==> config.mk <==
export PLATFORM = sky130hd
export DESIGN_NAME = stdp_weight_unit
export DESIGN_NICKNAME = d
export VERILOG_FILES = /design/src/rtl/stdp_pkg.sv /design/src/rtl/stdp_step_timer.sv /design/src/rtl/stdp_stamp.sv /design/src/rtl/stdp_pair_eval.sv /design/src/rtl/stdp_weight_acc.sv /design/src/rtl/stdp_weight_unit.sv
export SDC_FILE = /design/constraint.sdc
export NUM_CORES = 1
export LEC_CHECK = 0
export ABC_AREA = 1
export CORE_UTILIZATION = 60
export DETAILED_ROUTE_END_ITERATION = 8
export GPL_TIMING_DRIVEN = 0
export MAX_ROUTING_LAYER = met4
export PLACE_DENSITY_LB_ADDON = 0.3
export SKIP_LAST_GASP = 1
export SYNTH_ARGS = -nofsm -noshare
export SYNTH_HDL_FRONTEND = slang
export SYNTH_HIERARCHICAL = 1
export SYNTH_SLANG_ARGS = --single-unit
==> constraint.sdc <==
create_clock -name clk -period 5.2 [get_ports clk]
set_input_delay 1.04 -clock clk [delete_from_list [all_inputs] [get_ports clk]]
set_output_delay 1.04 -clock clk [all_outputs]
set_load 0.02 [all_outputs]
==> src/rtl/stdp_pkg.sv <==
// stdp_pkg: shared constants and types of the spike-timing weight learner.
// Assumes: side index 0 is the presynaptic stream and index 1 the postsynaptic stream.
package stdp_pkg;

    localparam int SIDE_PRE  = 0;
    localparam int SIDE_POST = 1;
    localparam int N_SIDES   = 2;

    // Outcome of the pairing decision for one time step.
    typedef enum logic [1:0] {
        PAIR_NONE   = 2'd0,
        PAIR_CAUSAL = 2'd1,
        PAIR_ANTI   = 2'd2,
        PAIR_SAME   = 2'd3
    } pair_kind_e;

endpackage

==> src/rtl/stdp_step_timer.sv <==
// stdp_step_timer: free-running time-step counter, one increment per clock.
// Assumes: the counter wraps modulo 2^TS_W; users subtract modulo the same width.
module stdp_step_timer #(
    parameter int TS_W = 8
) (
    input  logic            clk,
    input  logic            rst_n,
    output logic [TS_W-1:0] now_o
);

    // Advance the step count each clock; clear it on reset.
    always_ff @(posedge clk) begin
        if (!rst_n) now_o <= '0;
        else        now_o <= now_o + 1'b1;
    end

endmodule

==> src/rtl/stdp_stamp.sv <==
// stdp_stamp: latest-spike timestamp of one side, with a valid flag and its age.
// Assumes: WIN_L + 1 < 2^TS_W. The flag drops once the age passes the window,
// which happens before the wrapping age could alias back into the window.
module stdp_stamp #(
    parameter int TS_W  = 8,
    parameter int WIN_L = 12
) (
    input  logic            clk,
    input  logic            rst_n,
    input  logic [TS_W-1:0] now_i,
    input  logic            spike_i,
    output logic            valid_o,
    output logic [TS_W-1:0] age_o
);

    localparam logic [TS_W-1:0] WIN_V   = TS_W'(WIN_L);
    localparam logic [TS_W-1:0] AGE_CAP = TS_W'(WIN_L + 1);

    logic [TS_W-1:0] stamp_q;

    // Wrap-safe age of the stored spike.
    assign age_o = now_i - stamp_q;

    // Record a new spike, or retire a timestamp that has left the window.
    always_ff @(posedge clk) begin
        if (!rst_n) begin
            stamp_q <= '0;
            valid_o <= 1'b0;
        end else if (spike_i) begin
            stamp_q <= now_i;
            valid_o <= 1'b1;
        end else if (valid_o && (age_o > WIN_V)) begin
            valid_o <= 1'b0;
        end
    end

    // A spike leaves a valid timestamp that is one step old in the next cycle.
    p_stamp_fresh_r7: assert property (@(posedge clk) disable iff (!rst_n)
        spike_i |=> (valid_o && (age_o == TS_W'(1))));

    // A valid timestamp never ages past one step beyond the window.
    p_stale_drop_r9: assert property (@(posedge clk) disable iff (!rst_n)
        valid_o |-> (age_o <= AGE_CAP));

endmodule

==> src/rtl/stdp_pair_eval.sv <==
// stdp_pair_eval: decides whether this step's spike forms a pair, in which
// order, and the size of the change.
// Assumes: ages come from stdp_stamp, so a valid age is at least one step.
module stdp_pair_eval
    import stdp_pkg::*;
#(
    parameter int TS_W       = 8,
    parameter int WIN_L      = 12,
    parameter int WEIGHT_W   = 8,
    parameter int BASE_STEP  = 16,
    parameter int SHIFT_LOG2 = 2
) (
    input  logic                pre_spike_i,
    input  logic                post_spike_i,
    input  logic                pre_valid_i,
    input  logic [TS_W-1:0]     pre_age_i,
    input  logic                post_valid_i,
    input  logic [TS_W-1:0]     post_age_i,
    output pair_kind_e          kind_o,
    output logic [WEIGHT_W-1:0] mag_o
);

    localparam logic [TS_W-1:0]     WIN_V  = TS_W'(WIN_L);
    localparam logic [WEIGHT_W-1:0] BASE_V = WEIGHT_W'(BASE_STEP);

    logic            partner_valid;
    logic [TS_W-1:0] partner_age;
    logic            in_window;
    logic [TS_W-1:0] shift_amt;

    // The partner of a post spike is the stored pre spike, and the reverse.
    always_comb begin
        partner_valid = post_spike_i ? pre_valid_i : post_valid_i;
        partner_age   = post_spike_i ? pre_age_i   : post_age_i;
    end

    // Window test on the partner's age.
    assign in_window = partner_valid && (partner_age != '0) && (partner_age <= WIN_V);

    // Step size falls by half for each 2^SHIFT_LOG2 steps of interval.
    assign shift_amt = partner_age >> SHIFT_LOG2;
    assign mag_o     = BASE_V >> shift_amt;

    // Classify the step by spike order.
    always_comb begin
        if (pre_spike_i && post_spike_i)  kind_o = PAIR_SAME;
        else if (post_spike_i && in_window) kind_o = PAIR_CAUSAL;
        else if (pre_spike_i && in_window)  kind_o = PAIR_ANTI;
        else                                kind_o = PAIR_NONE;
    end

endmodule

==> src/rtl/stdp_weight_acc.sv <==
// stdp_weight_acc: holds the signed weight and applies one clamped update per pair.
// Assumes: W_MIN <= W_INIT <= W_MAX, and all three fit in WEIGHT_W signed bits.
module stdp_weight_acc
    import stdp_pkg::*;
#(
    parameter int WEIGHT_W = 8,
    parameter int W_MIN    = -40,
    parameter int W_MAX    = 40,
    parameter int W_INIT   = 0
) (
    input  logic                       clk,
    input  logic                       rst_n,
    input  pair_kind_e                 kind_i,
    input  logic [WEIGHT_W-1:0]        mag_i,
    output logic signed [WEIGHT_W-1:0] weight_o
);

    localparam int XW = WEIGHT_W + 2;
    localparam logic signed [XW-1:0]       MIN_X  = XW'(W_MIN);
    localparam logic signed [XW-1:0]       MAX_X  = XW'(W_MAX);
    localparam logic signed [WEIGHT_W-1:0] INIT_V = WEIGHT_W'(W_INIT);

    logic signed [XW-1:0]       cur_x;
    logic signed [XW-1:0]       mag_x;
    logic signed [XW-1:0]       sum_x;
    logic signed [WEIGHT_W-1:0] next_w;

    // Widen the weight and the step so the sum cannot overflow.
    assign cur_x = {{2{weight_o[WEIGHT_W-1]}}, weight_o};
    assign mag_x = $signed({2'b00, mag_i});

    // Raise, lower or keep the weight, then clamp it to the limits.
    always_comb begin
        unique case (kind_i)
            PAIR_CAUSAL: sum_x = cur_x + mag_x;
            PAIR_ANTI:   sum_x = cur_x - mag_x;
            default:     sum_x = cur_x;
        endcase
        if (sum_x < MIN_X)      next_w = WEIGHT_W'(MIN_X);
        else if (sum_x > MAX_X) next_w = WEIGHT_W'(MAX_X);
        else                    next_w = WEIGHT_W'(sum_x);
    end

    // Weight register.
    always_ff @(posedge clk) begin
        if (!rst_n) weight_o <= INIT_V;
        else        weight_o <= next_w;
    end

    // The stored weight always lies inside the limits.
    p_weight_bounds_r6: assert property (@(posedge clk) disable iff (!rst_n)
        (cur_x >= MIN_X) && (cur_x <= MAX_X));

endmodule

==> src/rtl/stdp_weight_unit.sv <==
// stdp_weight_unit: spike-timing weight learner for a single synapse.
// One clock cycle is one time step. Spikes are sampled at a clock edge, and the
// updated weight is visible in the following cycle.
// Assumes: WIN_L + 1 < 2^TS_W.
module stdp_weight_unit
    import stdp_pkg::*;
#(
    parameter int TS_W       = 8,
    parameter int WIN_L      = 12,
    parameter int WEIGHT_W   = 8,
    parameter int BASE_STEP  = 16,
    parameter int SHIFT_LOG2 = 2,
    parameter int W_MIN      = -40,
    parameter int W_MAX      = 40,
    parameter int W_INIT     = 0
) (
    input  logic                       clk,
    input  logic                       rst_n,
    input  logic                       pre_spike_i,
    input  logic                       post_spike_i,
    output logic signed [WEIGHT_W-1:0] weight_o
);

    logic [TS_W-1:0]     now;
    logic [N_SIDES-1:0]  spk;
    logic [N_SIDES-1:0]  side_valid;
    logic [TS_W-1:0]     side_age [N_SIDES];
    pair_kind_e          kind;
    logic [WEIGHT_W-1:0] mag;

    assign spk[SIDE_PRE]  = pre_spike_i;
    assign spk[SIDE_POST] = post_spike_i;

    stdp_step_timer #(.TS_W(TS_W)) u_timer (
        .clk   (clk),
        .rst_n (rst_n),
        .now_o (now)
    );

    // One timestamp register per side.
    for (genvar s = 0; s < N_SIDES; s++) begin : g_side
        stdp_stamp #(.TS_W(TS_W), .WIN_L(WIN_L)) u_stamp (
            .clk     (clk),
            .rst_n   (rst_n),
            .now_i   (now),
            .spike_i (spk[s]),
            .valid_o (side_valid[s]),
            .age_o   (side_age[s])
        );
    end

    stdp_pair_eval #(
        .TS_W(TS_W), .WIN_L(WIN_L), .WEIGHT_W(WEIGHT_W),
        .BASE_STEP(BASE_STEP), .SHIFT_LOG2(SHIFT_LOG2)
    ) u_eval (
        .pre_spike_i  (pre_spike_i),
        .post_spike_i (post_spike_i),
        .pre_valid_i  (side_valid[SIDE_PRE]),
        .pre_age_i    (side_age[SIDE_PRE]),
        .post_valid_i (side_valid[SIDE_POST]),
        .post_age_i   (side_age[SIDE_POST]),
        .kind_o       (kind),
        .mag_o        (mag)
    );

    stdp_weight_acc #(
        .WEIGHT_W(WEIGHT_W), .W_MIN(W_MIN), .W_MAX(W_MAX), .W_INIT(W_INIT)
    ) u_acc (
        .clk      (clk),
        .rst_n    (rst_n),
        .kind_i   (kind),
        .mag_i    (mag),
        .weight_o (weight_o)
    );

    // A post-only step never lowers the weight.
    p_causal_raise_r2: assert property (@(posedge clk) disable iff (!rst_n)
        (post_spike_i && !pre_spike_i) |=> (weight_o >= $past(weight_o)));

    // A pre-only step never raises the weight.
    p_anti_lower_r3: assert property (@(posedge clk) disable iff (!rst_n)
        (pre_spike_i && !post_spike_i) |=> (weight_o <= $past(weight_o)));

    // Coincident spikes leave the weight unchanged.
    p_same_step_hold_r5: assert property (@(posedge clk) disable iff (!rst_n)
        (pre_spike_i && post_spike_i) |=> $stable(weight_o));

    // A step without spikes leaves the weight unchanged.
    p_idle_hold_r8: assert property (@(posedge clk) disable iff (!rst_n)
        (!pre_spike_i && !post_spike_i) |=> $stable(weight_o));

endmodule

# After elaboration in Yosys (flattened, before gate mapping)
# Cells that the tools add are included.
# word_totals
regBits	34
latch_bits	0
mem_bits_rw	0
rom_bits	0
in_bits	4
out_inout_bits	8
word_cells	46
memories	0
# classes
addsub	5
multipliers	0
div	0
order_cmp	5
n_eq_ne	2
shifts	1
muxes	12
n_bitwise	1
n_reduce_logical	12
# op_table
cell	count
8-bit two-way mux	3
10-bit one-hot mux with 2 select lines	1
8-bit by 4-bit greater-than comparator with 1-bit output (second input constant)	2
8-bit subtractor	2
8-bit by 9-bit adder with 10-bit output	1
10-bit by 7-bit greater-than comparator with 1-bit output (second input constant)	1
10-bit by 7-bit < comparator with 1-bit output (second input constant)	1
8-bit by 9-bit subtractor with 10-bit output	1
8-bit by 1-bit adder with 8-bit output (second input constant)	1
8-bit by 4-bit less-or-equal comparator with 1-bit output (second input constant)	1
8-bit nonzero test	1
5-bit by 6-bit right shift with 8-bit output (first input constant)	1
1-bit logical AND	7
2-bit two-way mux	3
1-bit two-way mux	5
2-bit nonzero test	2
3-bit OR reduction	1
2-bit by 1-bit equality test with 1-bit output (second input constant)	1
2-bit equality test (second input constant)	1
2-bit OR reduction	1
1-bit NOT	1

# Logic depth before layout (Yosys ltp)
# depth
word_depth	14
ltp_mapped	39
mapped_depth_nobuf	39

# Cells and area by module
# Netlist, hierarchy kept.
# modules_own_cells
mod	instances	cells_per_inst	area_each_um2	seq_area_each_um2
stdp_weight_acc	1	209	1168.6	160.2
stdp_stamp at g_side[1].u_stamp	1	118	778.2	180.2
stdp_stamp at g_side[0].u_stamp	1	118	768.2	180.2
stdp_step_timer	1	46	346.6	160.2
stdp_pair_eval	1	66	335.3	0.0

# Worst setup path after synthesis
# OpenSTA, ideal clock, no wires.
# synth_timing
kind	register -> register
start	reg u_timer.now_o[0]
end	reg u_acc.weight_o[3]
setup_time_ns	0.113
arrival_ns	3.987
required_ns	5.087
slack_ns	1.100
stages_incl_launch_ff	35
path_buffers	0
cell_sequence	dfxtp_1 -> inv_1 -> ha_1 -> fa_1 -> inv_1 -> nand2_1 -> nand2_1 -> nand3_2 -> nand3_1 -> nand2_2 -> inv_1 -> nand3b_1 -> nand2_2 -> nand2_1 -> nor2_2 -> nand3_2 -> a21oi_1 -> inv_1 -> ha_1 -> a31oi_1 -> xor2_1 -> inv_1 -> ha_1 -> a21oi_1 -> nand2_1 -> nand2_1 -> nand2_1 -> nand2_1 -> nand3_1 -> nand2_1 -> nand4_1 -> nand2_2 -> nand2_1 -> nor2_1 -> nor2_1
# synth_lines
item	line	text
from (decl)	stdp_step_timer.sv:8	output logic [TS_W-1:0] now_o
from (signal assigned)	stdp_step_timer.sv:14	else now_o <= now_o + 1'b1;
to (signal assigned)	stdp_weight_acc.sv:47	else weight_o <= next_w;
to (decl)	stdp_weight_acc.sv:15	output logic signed [WEIGHT_W-1:0] weight_o

==> metrics.md <==
| Metric | Value |
|---|---|
| DR pass1 iterations | `4` |
| Clk_lat worst skew | `0.30 ns` |
| Post-route ant nets | `0` |
| Worst min-delay path class | `reg -> reg` |
| Num Clock Sinks | `34` |
| Syn Std Cell Area | `3400 µm²` |
| Syn avg cell area | `6.10 µm²` |
| Share of cells above drive strength 1 | `0.142` |
| # setup viols final | `0` |
| Cell Rows | `27` |
| Power, Total | `1.04 mW` |
| IR drop worst, VDD | `0.170 mV` |
| Initial DRC Count | `154` |
| Post-Syn Instances | `~560` |
| Final count of pins violating max slew | `0` |
| Critical Path Slowest Stage Cell | `fa_1` |
| Setup ws final | `0.478 ns` |
| Commonest non-fill, non-tap cell in the layout | `nand2_1` |
| Clock tree from TritonCTS | `done` |
| Die Width | `77.2 µm` |
| Period minus WS final | `around 4.7 ns` |
| Synth Register Bits | `34` |
| Clk slew on worst S/H paths | `0.07 ns` |
| Crit path kind | `reg -> reg` |
| Core Area | `5470 µm²` |
| Pin count of the biggest net entering global routing | `28` |
| Seq/Total Area, Yosys | `0.200` |
| Fin Setup TNS | `0 ns` |
| CTS Buf Count | `5` |
| Hold Violations, Final | `0` |
| Chip height | `77.2 µm` |
| Clk buf depth | `2` |
| Port bufs | `11` |
| Final Instance Area | `approximately 3700 µm²` |
| Setup Buffers After CTS | `0` |
| Final core occ | `0.679` |
| Total Die Area | `5970 µm²` |
| Post-CTS sizing | `0` |
| Most frequent cells in the layout | `nand2_1 (137), inv_1 (116), nor2_1 (45), nand3_1 (38), dfxtp_1 (33)` |
| Vias in the first global route | `3034` |
| Pwr dens | `281 nW/µm²` |
| Crit-path most repeated cell | `nand2_1` |
| Root Driver | `clkbuf_8` |
| GRT overflow | `0` |
| Total track usage | `0.271` |
| Worst Setup End Kind | `register` |
| Vias post-DR | `3284` |
| Setup crit start kind | `register` |
| Global-route wire length before repair | `12700 µm` |
| Crit Path Max Fanout | `6` |
| Starting Density | `0.621` |
| Synth cell types | `33` |
| Initial antenna violation count | `0` |
| CTS HTree Levels | `2` |
| Warnings from Yosys | `6` |
| Status | `finished clean` |
| FMAX | `212 MHz` |
| DP Area | `~3600 µm²` |
| Cts hold-fix bufs | `0` |
| Dpl ws | `0.249 ns` |
| Worst slew pin tran | `1.00 ns` |
| Critical path's largest stage delay | `0.39 ns` |
| CP required | `5.42 ns` |
| Io pins | `12` |
| P&R area growth vs syn | `9.32%` |
| RSZ-0062 raised after global routing | `false` |
| Clk_skew | `0.0115 ns` |
| Crit path arrival time | `4.94 ns` |
| Leak Pwr | `1.99 nW` |
| Max-Cap Viols | `0` |
| Final WL | `7240 µm` |
| Post-DP HPWL | `approximately 5800 µm` |
| Vias per cell | `slightly above 5` |
| N_diodes | `0` |
| Routed length per instance | `11.1 µm` |
| GP Congestion | `0.873` |
| Worst slew margin | `0.330` |
| Final nets | `610` |
| Drt drc | `0` |
| Final worst-path cycle share | `0.908` |
## stage by stage
| stage | hold WS [ns] | instances |
|---|---|---|
| after floorplan | 0.437 | 559 |
| after global placement | 0.449 | 642 |
| after detailed placement | 0.456 | 642 |
| after CTS | 0.466 | 650 |
| after global routing | 0.487 | 650 |
| final | 0.462 | 650 |
## layout make-up
class	instances	area (µm²)
clock inverters	2	12.5
inverters	125	477
multi-input cells	393	2200
clock buffers	6	82.6
repair buffers	11	110
fillers	514	1760
flip-flops and latches	34	682
plain buffers	7	63.8
well taps	72	90.1
## power breakdown
group          internal (mW)  total (mW)  switching [mW]
clock                  0.106       0.208           0.102
combinational          0.200       0.534           0.334
sequential             0.282       0.300          0.0183
total                  0.588        1.04           0.454
## critical path, delay by kind of cell, from the launching register on
| family | cells | cell delay, ns |
|---|---|---|
| simple gates | 22 | 2.22 |
| fa+ha+maj | 4 | 1.21 |
| buf+inv | 6 | 0.47 |
| flops | 1 | 0.38 |
| compound gates | 1 | 0.18 |
| xor+xnor | 1 | 0.15 |
## cell families after synthesis
family	share of synthesized area
and+or+nand+nor	0.408
buffers and inverters	0.159
AOI/OAI and AO/OA	0.0972
DFF	0.200
adders and majority gates	0.113
xor gates and xnor gates	0.0206
other	0.00110
## sequential cells by signal, indices dropped and copies added (netlist names)
signal	cells
g_side.u_stamp/stamp_q	16
g_side.u_stamp/valid_o	2
u_acc/weight_o	8
u_timer/now_o	8
## cell usage after synthesis
cell | count | area, µm²
inv_2 | 2 | 7.51
ha_1 | 26 | 325
nor2_1 | 45 | 169
nand4_1 | 5 | 31.3
fa_1 | 3 | 60.1
nor2_2 | 13 | 81.3
nand3_1 | 38 | 190
inv_8 | 1 | 11.3
o21ai_1 | 1 | 5.00
nor2_4 | 1 | 11.3
o21ai_0 | 21 | 105
xnor2_1 | 1 | 8.76
or2_4 | 4 | 35.0
or2_2 | 1 | 6.26
buf_6 | 3 | 33.8
conb_1 | 1 | 3.75
buf_4 | 4 | 30.0
a21oi_1 | 33 | 165
nand2_4 | 1 | 11.3
nor3_1 | 2 | 10.0
nand2_1 | 137 | 514
inv_1 | 116 | 435
xor2_1 | 7 | 61.3
and2_1 | 2 | 12.5
nand3_2 | 12 | 120
a21oi_2 | 3 | 26.3
nand2_2 | 25 | 156
o21a_1 | 1 | 7.51
dfxtp_1 | 34 | 681
o21bai_1 | 2 | 15.0
a31oi_1 | 1 | 6.26
clkinv_1 | 6 | 22.5
nand3b_1 | 5 | 37.5
## worst paths after layout
path	depth (start not counted)	slack [ns]	endpoint	startpoint
worst max register to register	34	0.48	u_acc/weight_o[2]	u_timer/now_o[0]
worst min-delay path	2	0.46	g_side[0].u_stamp/stamp_q[2]	g_side[0].u_stamp/stamp_q[2]
worst min register to register	2	0.46	g_side[0].u_stamp/stamp_q[2]	g_side[0].u_stamp/stamp_q[2]
worst max-delay path	34	0.48	u_acc/weight_o[2]	u_timer/now_o[0]
## per-layer routing
metal	vias to the layer above	routed length (µm)	GRT usage
met4	0	108	0.0925
met5	-	0	-
li1	1754	-	-
met1	1464	3470	0.331
met3	12	226	0.0369
met2	54	3440	0.454
Note: power is estimated with default switching activity, not from simulation.
